### src/rtl/abd_pkg.sv
package abd_pkg;
    timeunit 1ns;
    timeprecision 1ps;

    // Detector sequence states
    typedef enum logic [2:0] {
        ST_IDLE,     // line high, searching for a low
        ST_BREAK,    // timing a low level
        ST_DELIM,    // timing the high after a break
        ST_SYNC,     // counting falling edges of the synch character
        ST_WAIT_HI   // parked until the line returns high
    } abd_state_e;

endpackage

### src/rtl/abd_line_sync.sv
module abd_line_sync #(
    parameter int STAGES = 2
) (
    input  logic clk,
    input  logic rst_n,
    input  logic rxd,
    output logic lvl,
    output logic fall
);
    timeunit 1ns;
    timeprecision 1ps;

    typedef struct packed {
        logic [STAGES-1:0] chain;
        logic              prev;
    } sync_t;

    sync_t sy_d, sy_q;

    always_comb begin
        sy_d = sy_q;
        sy_d.chain[0] = rxd;
        for (int i = 1; i < STAGES; i++) begin
            sy_d.chain[i] = sy_q.chain[i-1];
        end
        sy_d.prev = sy_q.chain[STAGES-1];
    end

    always_ff @(posedge clk or negedge rst_n) begin
        if (!rst_n) begin
            sy_q <= '1;
        end else begin
            sy_q <= sy_d;
        end
    end

    assign lvl  = sy_q.chain[STAGES-1];
    assign fall = sy_q.prev & ~sy_q.chain[STAGES-1];

endmodule

### src/rtl/abd_limits.sv
module abd_limits #(
    parameter int DIV_W    = 8,
    parameter int MIN_BITS = 11,
    parameter int MAX_BITS = 22,
    parameter int BW       = DIV_W + 5,
    parameter int DW       = DIV_W + 2
) (
    input  logic [DIV_W-1:0] bit_div,
    input  logic [1:0]       delim_sel,
    output logic [BW-1:0]    brk_min,
    output logic [BW-1:0]    brk_max,
    output logic [DW-1:0]    delim_need
);
    timeunit 1ns;
    timeprecision 1ps;

    // Thresholds in ticks, scaled from the current bit time
    always_comb begin
        brk_min    = BW'(bit_div) * BW'(MIN_BITS);
        brk_max    = BW'(bit_div) * BW'(MAX_BITS);
        delim_need = DW'(bit_div) * (DW'(delim_sel) + DW'(1));
    end

endmodule

### src/rtl/autobaud_detect.sv
module autobaud_detect #(
    parameter int DIV_W       = 8,
    parameter int SYNC_STAGES = 2,
    parameter int BRK_MIN_BT  = 11,
    parameter int BRK_MAX_BT  = 22
) (
    input  logic             clk,
    input  logic             rst_n,
    input  logic             rxd,
    input  logic             tick,
    input  logic [DIV_W-1:0] bit_div,
    input  logic             auto_en,
    input  logic [1:0]       delim_sel,
    input  logic             dormant,
    input  logic             brk_irq_en,
    input  logic             rx_char_done,
    output logic [DIV_W-1:0] div_upd,
    output logic             div_upd_valid,
    output logic             brk_det,
    output logic             brk_tmo,
    output logic             syn_tmo,
    output logic             frame_ok,
    output logic             rx_ready
);
    timeunit 1ns;
    timeprecision 1ps;
    import abd_pkg::*;

    // 0x55 sent LSB first: five falling edges span eight bit times
    localparam int SYNC_EDGES = 5;
    localparam int SPAN_LOG2  = 3;
    localparam int BW = DIV_W + $clog2(BRK_MAX_BT + 1);
    localparam int DW = DIV_W + 2;
    localparam int SW = DIV_W + SPAN_LOG2;
    localparam int FW = $clog2(SYNC_EDGES + 1);

    typedef struct packed {
        abd_state_e       st;
        logic [BW-1:0]    lcnt;
        logic [DW-1:0]    dcnt;
        logic [SW-1:0]    scnt;
        logic [FW-1:0]    fcnt;
        logic [DIV_W-1:0] div;
        logic             div_vld;
        logic             brk;
        logic             btmo;
        logic             stmo;
        logic             fok;
        logic             rdy;
    } abd_regs_t;

    abd_regs_t rg_d, rg_q;

    logic          lvl, fall;
    logic [BW-1:0] brk_min, brk_max;
    logic [DW-1:0] delim_need;
    logic [SW:0]   span_sum;
    logic          gate;

    abd_line_sync #(.STAGES(SYNC_STAGES)) u_sync (
        .clk  (clk),
        .rst_n(rst_n),
        .rxd  (rxd),
        .lvl  (lvl),
        .fall (fall)
    );

    abd_limits #(
        .DIV_W   (DIV_W),
        .MIN_BITS(BRK_MIN_BT),
        .MAX_BITS(BRK_MAX_BT),
        .BW      (BW),
        .DW      (DW)
    ) u_lim (
        .bit_div   (bit_div),
        .delim_sel (delim_sel),
        .brk_min   (brk_min),
        .brk_max   (brk_max),
        .delim_need(delim_need)
    );

    assign gate     = dormant & auto_en;
    assign span_sum = {1'b0, rg_q.scnt} + (SW+1)'(tick);

    always_comb begin
        rg_d         = rg_q;
        rg_d.div_vld = 1'b0;
        rg_d.brk     = 1'b0;
        rg_d.btmo    = 1'b0;
        rg_d.stmo    = 1'b0;
        rg_d.fok     = 1'b0;

        if (!auto_en) begin
            rg_d.st = ST_IDLE;
        end else begin
            unique case (rg_q.st)
                ST_IDLE: begin
                    if (!lvl) begin
                        rg_d.st   = ST_BREAK;
                        rg_d.lcnt = '0;
                    end
                end
                ST_BREAK: begin
                    if (lvl) begin
                        if (rg_q.lcnt >= brk_min) begin
                            rg_d.brk  = 1'b1;
                            rg_d.st   = ST_DELIM;
                            rg_d.dcnt = '0;
                        end else begin
                            rg_d.st = ST_IDLE;
                        end
                    end else if (rg_q.lcnt > brk_max) begin
                        rg_d.btmo = 1'b1;
                        rg_d.st   = ST_WAIT_HI;
                    end else if (tick) begin
                        rg_d.lcnt = rg_q.lcnt + BW'(1);
                    end
                end
                ST_DELIM: begin
                    if (fall) begin
                        if (rg_q.dcnt >= delim_need) begin
                            rg_d.st   = ST_SYNC;
                            rg_d.scnt = '0;
                            rg_d.fcnt = FW'(1);
                        end else begin
                            rg_d.st = ST_IDLE;
                        end
                    end else if (tick && (rg_q.dcnt != '1)) begin
                        rg_d.dcnt = rg_q.dcnt + DW'(1);
                    end
                end
                ST_SYNC: begin
                    if (tick && (rg_q.scnt == '1)) begin
                        rg_d.stmo = 1'b1;
                        rg_d.st   = ST_WAIT_HI;
                    end else if (fall && (rg_q.fcnt == FW'(SYNC_EDGES - 1))) begin
                        rg_d.div     = span_sum[SPAN_LOG2 +: DIV_W];
                        rg_d.div_vld = 1'b1;
                        rg_d.fok     = 1'b1;
                        rg_d.st      = ST_WAIT_HI;
                    end else begin
                        rg_d.scnt = span_sum[SW-1:0];
                        if (fall) begin
                            rg_d.fcnt = rg_q.fcnt + FW'(1);
                        end
                    end
                end
                ST_WAIT_HI: begin
                    if (lvl) begin
                        rg_d.st = ST_IDLE;
                    end
                end
                default: rg_d.st = ST_IDLE;
            endcase
        end

        // Receive-ready gating
        if (gate) begin
            rg_d.rdy = rg_d.fok;
        end else begin
            rg_d.rdy = rx_char_done | (rg_d.brk & brk_irq_en);
        end
    end

    always_ff @(posedge clk or negedge rst_n) begin
        if (!rst_n) begin
            rg_q    <= '0;
            rg_q.st <= ST_IDLE;
        end else begin
            rg_q <= rg_d;
        end
    end

    assign div_upd       = rg_q.div;
    assign div_upd_valid = rg_q.div_vld;
    assign brk_det       = rg_q.brk;
    assign brk_tmo       = rg_q.btmo;
    assign syn_tmo       = rg_q.stmo;
    assign frame_ok      = rg_q.fok;
    assign rx_ready      = rg_q.rdy;

    AST_QUIET_WHEN_OFF: assert property (@(posedge clk) disable iff (!rst_n)
        !$past(auto_en) |-> !(brk_det || brk_tmo || syn_tmo || frame_ok || div_upd_valid));

    AST_ONE_EVENT: assert property (@(posedge clk) disable iff (!rst_n)
        $onehot0({brk_det, brk_tmo, syn_tmo, frame_ok}));

    AST_FRAME_UPDATES: assert property (@(posedge clk) disable iff (!rst_n)
        frame_ok |-> div_upd_valid);

    AST_DORMANT_GATE: assert property (@(posedge clk) disable iff (!rst_n)
        ($past(dormant && auto_en) && rx_ready) |-> frame_ok);

    AST_DIV_HOLD: assert property (@(posedge clk) disable iff (!rst_n)
        !div_upd_valid |-> $stable(div_upd));

endmodule

### config.mk
export PLATFORM = sky130hd
export DESIGN_NAME = autobaud_detect
export DESIGN_NICKNAME = d
export VERILOG_FILES = /design/src/rtl/abd_pkg.sv /design/src/rtl/abd_line_sync.sv /design/src/rtl/abd_limits.sv /design/src/rtl/autobaud_detect.sv
export SDC_FILE = /design/constraint.sdc
export NUM_CORES = 1
export LEC_CHECK = 0
export ABC_CLOCK_PERIOD_IN_PS = 4900
export BUFFER_PORTS_ARGS = -buffer_cell sky130_fd_sc_hd__buf_2
export CAP_MARGIN = 20
export CORE_ASPECT_RATIO = 0.8
export CORE_UTILIZATION = 60
export CTS_CLUSTER_SIZE = 30
export DETAILED_ROUTE_END_ITERATION = 6
export GPL_TIMING_DRIVEN = 0
export PLACE_DENSITY = 0.79
export SYNTH_ARGS = -nofsm -noshare
export SYNTH_HDL_FRONTEND = slang
export SYNTH_SLANG_ARGS = --single-unit
### constraint.sdc
create_clock -name clk -period 4.9 [get_ports clk]
set_input_delay 0.49 -clock clk [delete_from_list [all_inputs] [get_ports clk]]
set_output_delay 0.49 -clock clk [all_outputs]
set_load 0.005 [all_outputs]
# [After elaboration in Yosys (flattened, before gate mapping)]
# Index checks and enable logic that the tools add are counted.
[totals] in_bits=18 mem_bits_ro=0 elab_cells=108 regBits=57 latch_bits=0 mem_count=0 ramBits=0 out_inout_bits=14
[classes] n_bitwise=6 n_addsub=5 n_div=0 mul=3 reduce_logical=13 mux=39 order_cmp=3 n_eq_ne=25 shifts=0
[op_table] operator="$mux 14" count=3
[op_table] operator="$mux 10" count=4
[op_table] operator="$mux 13" count=3
[op_table] operator="$pmux 14 s2" count=1
[op_table] operator="$pmux 13 s2" count=1
[op_table] operator="$mul 8x4->12 const B" count=2
[op_table] operator="$mux 3" count=8
[op_table] operator="$ne 2x2->1 const B" count=12
[op_table] operator="$mux 23" count=1
[op_table] operator="$pmux 10 s2" count=1
[op_table] operator="$reduce_and 6->1" count=3
[op_table] operator="$mux 16" count=1
[op_table] operator="$pmux 3 s5" count=1
[op_table] operator="$add 13x1->13 const B" count=1
[op_table] operator="$ge 13x12->1" count=1
[op_table] operator="$gt 13x13->1" count=1
[op_table] operator="$add 11x1->11" count=1
[op_table] operator="$eq 11x11->1 const B" count=1
[op_table] operator="$add 10x1->10 const B" count=1
[op_table] operator="$ge 10x10->1" count=1
[op_table] operator="$mul 8x10->10" count=1
[op_table] operator="$ne 10x10->1 const B" count=1
[op_table] operator="$mux 1" count=9
[op_table] operator="$mux 9" count=1
[op_table] operator="21 further kinds" count=34

# [Logic depth before layout (Yosys ltp)]
[logic_depth] ltp_word=10 ltp_mapped=22 mapped_depth_nobuf=21

# [Hierarchy]
# A second synthesis with hierarchy kept.
[hier_totals] cells_unflattened=626 hier_area_um2=5388.9
[by_module_without_submodules] mod="autobaud_detect" instances=1 cells_each=460 area_per_inst_um2=3971.3 seq_area_each_um2=1326.3
[by_module_without_submodules] mod="abd_limits" instances=1 cells_each=162 area_per_inst_um2=1325.0 seq_area_each_um2=0.0
[by_module_without_submodules] mod="abd_line_sync" instances=1 cells_each=4 area_per_inst_um2=92.6 seq_area_each_um2=78.8

# [Worst setup path after synthesis]
# OpenSTA, ideal clock, no wires.
[synth_path] path_type="input to register" start="in bit_div[3]" end="reg rg_q[41] in the netlist's numbering" path_buffers=2 setup_slack_ns=0.374 setup_ns=0.078 stages=21 arrival_ns=4.448 required_ns=4.822 path_cell_list="ha_1 > inv_1 > fa_1 > inv_1 > ha_1 > buf_6 > a21o_1 > a31o_1 > o21ai_1 > nand2b_1 > a21oi_1 > ha_1 > nand4_1 > nor4b_1 > nand2_1 > mux2i_1 > o2111ai_1 > a41o_1 > buf_2 > or3_1 > a21oi_1"
[synth_between] elab_chain_len=4
[synth_lines] item="start: declaration" line="autobaud_detect.sv:11" text="input logic [DIV_W-1:0] bit_div,"
[synth_lines] item="$mul 8x4->12" line="abd_limits.sv:20" text="brk_max = BW'(bit_div) * BW'(MAX_BITS);"
[synth_lines] item="$gt 13x13->1" line="autobaud_detect.sv:112" text="end else if (rg_q.lcnt > brk_max) begin"
[synth_lines] item="$ne 2x2->1 (no line)"
[synth_lines] item="$reduce_and 6->1 (no line)"
[synth_lines] item="end signal: assignment" line="autobaud_detect.sv:170" text="rg_q <= rg_d;"
[synth_lines] item="end: declaration" line="autobaud_detect.sv:52" text="abd_regs_t rg_d, rg_q;"
# Every way passes these cells.
# A chain may end at the register's enable or synchronous reset.

# [Worst setup path after layout]
[layout_path] start="in bit_div[3]" end="reg rg_q[42] in the netlist's numbering"
# Same word-level chain as after synthesis.

==> summary.md <==
| Metric | Value |
|---|---|
| Initial DRT Pass Iterations | `5` |
| Period minus WS final | `4.709 ns` |
| Synth top area cells | `dfrtp_1 (25%), ha_1 (15%), fa_1 (4.6%), a21oi_1 (4.3%), inv_1 (3.6%)` |
| Fraction of registers with async set/reset | `1.000` |
| Cell at the root of the clock tree | `clkbuf_8` |
| DR vias | `4606` |
| Pwr dens | `245.9 nW/µm²` |
| Final Hold Viols | `0` |
| Clk_lat worst skew | `0.33 ns` |
| Total GRT Usage | `0.2833` |
| Critical path type | `in2reg` |
| Largest net degree at the start of global routing | `32` |
| Initial DRC count | `315` |
| Hold Path Class | `in2async` |
| Rows | `30` |
| Primary FF master, synth | `dfrtp_1` |
| Setup Viol. Count Final | `0` |
| Rel. slew slack | `0.4206` |
| WP buf/inv | `5` |
| Sequential-to-total area share from yosys stat | `0.2676` |
| CTS tree | `built` |
| Mapped Cells | `610` |
| Crit-path max cell delay | `0.50 ns` |
| Initial antenna violation count | `0` |
| Antenna diodes | `0` |
| Share of the synthesized area in the top cell type | `0.2526` |
| DP HPWL | `between 9 and 10 mm` |
| Worst Path Arrival | `~5.0 ns` |
| Htree depth | `2` |
| Achievable clock frequency | `212.4 MHz` |
| Crit Path Max Fanout | `10` |
| Bufs on Longest Clock Path | `2` |
| Global-route wire length before repair | `20.92 mm` |
| Outcome | `complete, no violations` |
| Die area | `9133 µm²` |
| Layout Nets | `744` |
| DR vias/cell | `6.021` |
| Fillers | `slightly below 700` |
| Worst EP required | `a little over 5 ns` |
| Slew @ Worst Pin | `0.8624 ns` |
| Max-cap viol count | `0` |
| Clock slew at reported path FFs | `0.11 ns` |
| Input/output buffers | `31` |
| Yosys reg bits | `56` |
| Largest area contributor in the netlist | `dfrtp_1` |
| ANT nets after route | `0` |
| Syn_area_per_cell | `8.609 µm²` |
| Die width | `106.6 µm` |
| Commonest cells in the netlist | `ha_1 (62), dfrtp_1 (53), inv_1 (50), nand2_1 (50), a21oi_1 (45)` |
| Peak supply drop | `0.1860 mV` |
| Area delta synth->final | `9.936%` |
| Drt wl/cell | `around 16 µm` |
| Final period util | `0.9609` |
| Final TNS setup | `0 ns` |
| Leakage power total | `2.735 nW` |
| Initial core utilization | `0.6190` |
| Core ar. | `8483 µm²` |
| Layout Skew | `roughly 0.011 ns` |
| Yosys Warn Count | `0` |
| Final Max Slew Viols | `0` |
| Number of CTS-inserted buffers | `5` |
| CP Capture Type | `register` |
| Io pins | `32` |
| Syn Nets | `approximately 700` |
| Crit path max-delay cell type | `fa_1` |
| Number of enable flip-flop cells after synthesis | `0` |
| Most common cell in the netlist | `ha_1` |
| Final global-route overflow total | `0` |
| Synthesized area | `5251 µm²` |
| Die height | `85.68 µm` |
| GPL Wtd Cong | `0.9139` |
| Post-synthesis cell type count | `72` |
| Min Hold Slack | `0.2177 ns` |
| Largest delay share family, worst path | `compound AO/OA/AOI/OAI gates` |
| Multi-input logic area | `3537 µm²` |
| Cells along the critical path | `buf_2 -> ha_1 -> inv_1 -> fa_1 -> inv_1 -> ha_1 -> buf_6 -> a21o_1 -> a31o_1 -> o21ai_2 -> nand2b_1 -> a21oi_2 -> ha_4 -> nand4_1 -> nor4b_2 -> nand2_1 -> mux2i_1 -> o2111ai_2 -> a41o_1 -> clkbuf_4 -> or3_1 -> a21oi_1` |
| Layout cells sized above 1 | `0.1348` |
| CP startpoint kind | `input port` |
| Drt drc | `0` |
| Vias in the first global route | `4568` |
| Sequential standard cell area | `between 1000 and 1500 µm²` |
| Total Wirelength | `around 12 mm` |
| CTS Sinks | `56` |
final cells by class:
class | count | share of cell area
Multi-Input combinational cell | 473 | 0.6127
Sequential cell | 56 | 0.2434
Timing Repair Buffer | 36 | 0.03554
Inverter | 50 | 0.03251
Buffer | 30 | 0.02861
Tap cell | 112 | 0.02427
Clock buffer | 6 | 0.01257
Clock inverter | 2 | 0.01040
cells by family after synthesis:
family                   synth area share
AND/OR/NAND/NOR                    0.2130
adder cells (fa/ha/maj)            0.1956
multiplexers                     0.007863
flip-flops                         0.2676
XOR/XNOR                          0.03764
buffers and inverters             0.06719
AO/OA/AOI/OAI                      0.2111
timing repair:
item                                   4_1_cts  5_1_grt
hold buffers                                 0        0
gates resized for setup                      3        8
buffers inserted                             0        4
pin swaps                                    0        6
setup endpoints to repair                   12       20
endpoints found under the hold margin        0        0
routing by layer:
metal  share of wire  global-route usage  vias up
li1                -                   -     2275
met1            0.49              0.3896     2221
met2            0.46              0.4633       93
met3           0.042             0.04787       15
met4           0.011             0.06974        2
met5          0.0033             0.03297        -
path summary, 6_finish.rpt:
check,startpoint,to,slack [ns],cells past startpoint
min in group clk,rxd,u_sync.sy_d[2]$_DFF_PN1_,0.26,1
max,bit_div[3],rg_q[42]$_DFFE_PN0P_,0.19,22
min,rst_n,brk_det$_DFF_PN0_,0.22,1
max in group asynchronous,rst_n,u_sync.lvl$_DFF_PN1_,4.00,2
min reg2reg,u_sync.sy_d[2]$_DFF_PN1_,u_sync.lvl$_DFF_PN1_,0.36,0
max reg2reg,rg_q[39]$_DFFE_PN0P_,rg_q[35]$_DFFE_PN0P_,1.65,11
state kept, by name, indices dropped and copies added (netlist names):
| signal | flops |
|---|---|
| rx_ready | 1 |
| brk_det | 1 |
| u_sync.lvl | 1 |
| div_upd_valid | 1 |
| u_sync.sy_d | 1 |
| div_upd | 8 |
| brk_tmo | 1 |
| syn_tmo | 1 |
| u_sync.sy_q | 1 |
| rg_q | 40 |
through the flow:
stage / power (mW) / std cells / util / setup WS, ns / cell area [µm²]
6_report: 1.420 / 765 / 0.6805 / 0.1914 / 5773
3_5_place_dp: 1.045 / 754 / 0.6562 / -0.4436 / 5567
3_3_place_gp: 1.016 / 753 / 0.6538 / -0.3634 / 5547
2_1_floorplan: 0.9106 / 610 / - / 0.3742 / 5251
5_1_grt: 1.512 / 765 / 0.6805 / -0.04052 / 5773
4_1_cts: 1.408 / 762 / 0.6732 / 0.06624 / 5710
report_power, final:
part           switching, mW  internal (mW)  total (mW)
registers             0.0196          0.477       0.497
clock network          0.156          0.204       0.361
logic                  0.336          0.226       0.562
total                  0.512          0.908        1.42
cell usage in the layout, fill, tap and decap left out, types with 8 or more instances in the layout:
master,netlist,final
ha_1,62,60
a21o_1,10,10
buf_4,10,14
nand2b_1,20,20
nand4_1,8,8
nand2_1,50,50
o21ai_0,37,37
nor2_1,33,33
o31ai_1,11,11
dfrtp_1,53,53
xnor2_1,10,10
nand3_1,27,27
and3_1,11,11
nor3_1,8,8
nor2b_1,11,11
clkbuf_1,16,15
a21oi_1,45,43
buf_2,2,32
inv_1,50,50
fa_1,12,12
xor2_1,10,10
or3_1,17,17
Power figures use the tool's default switching activity.
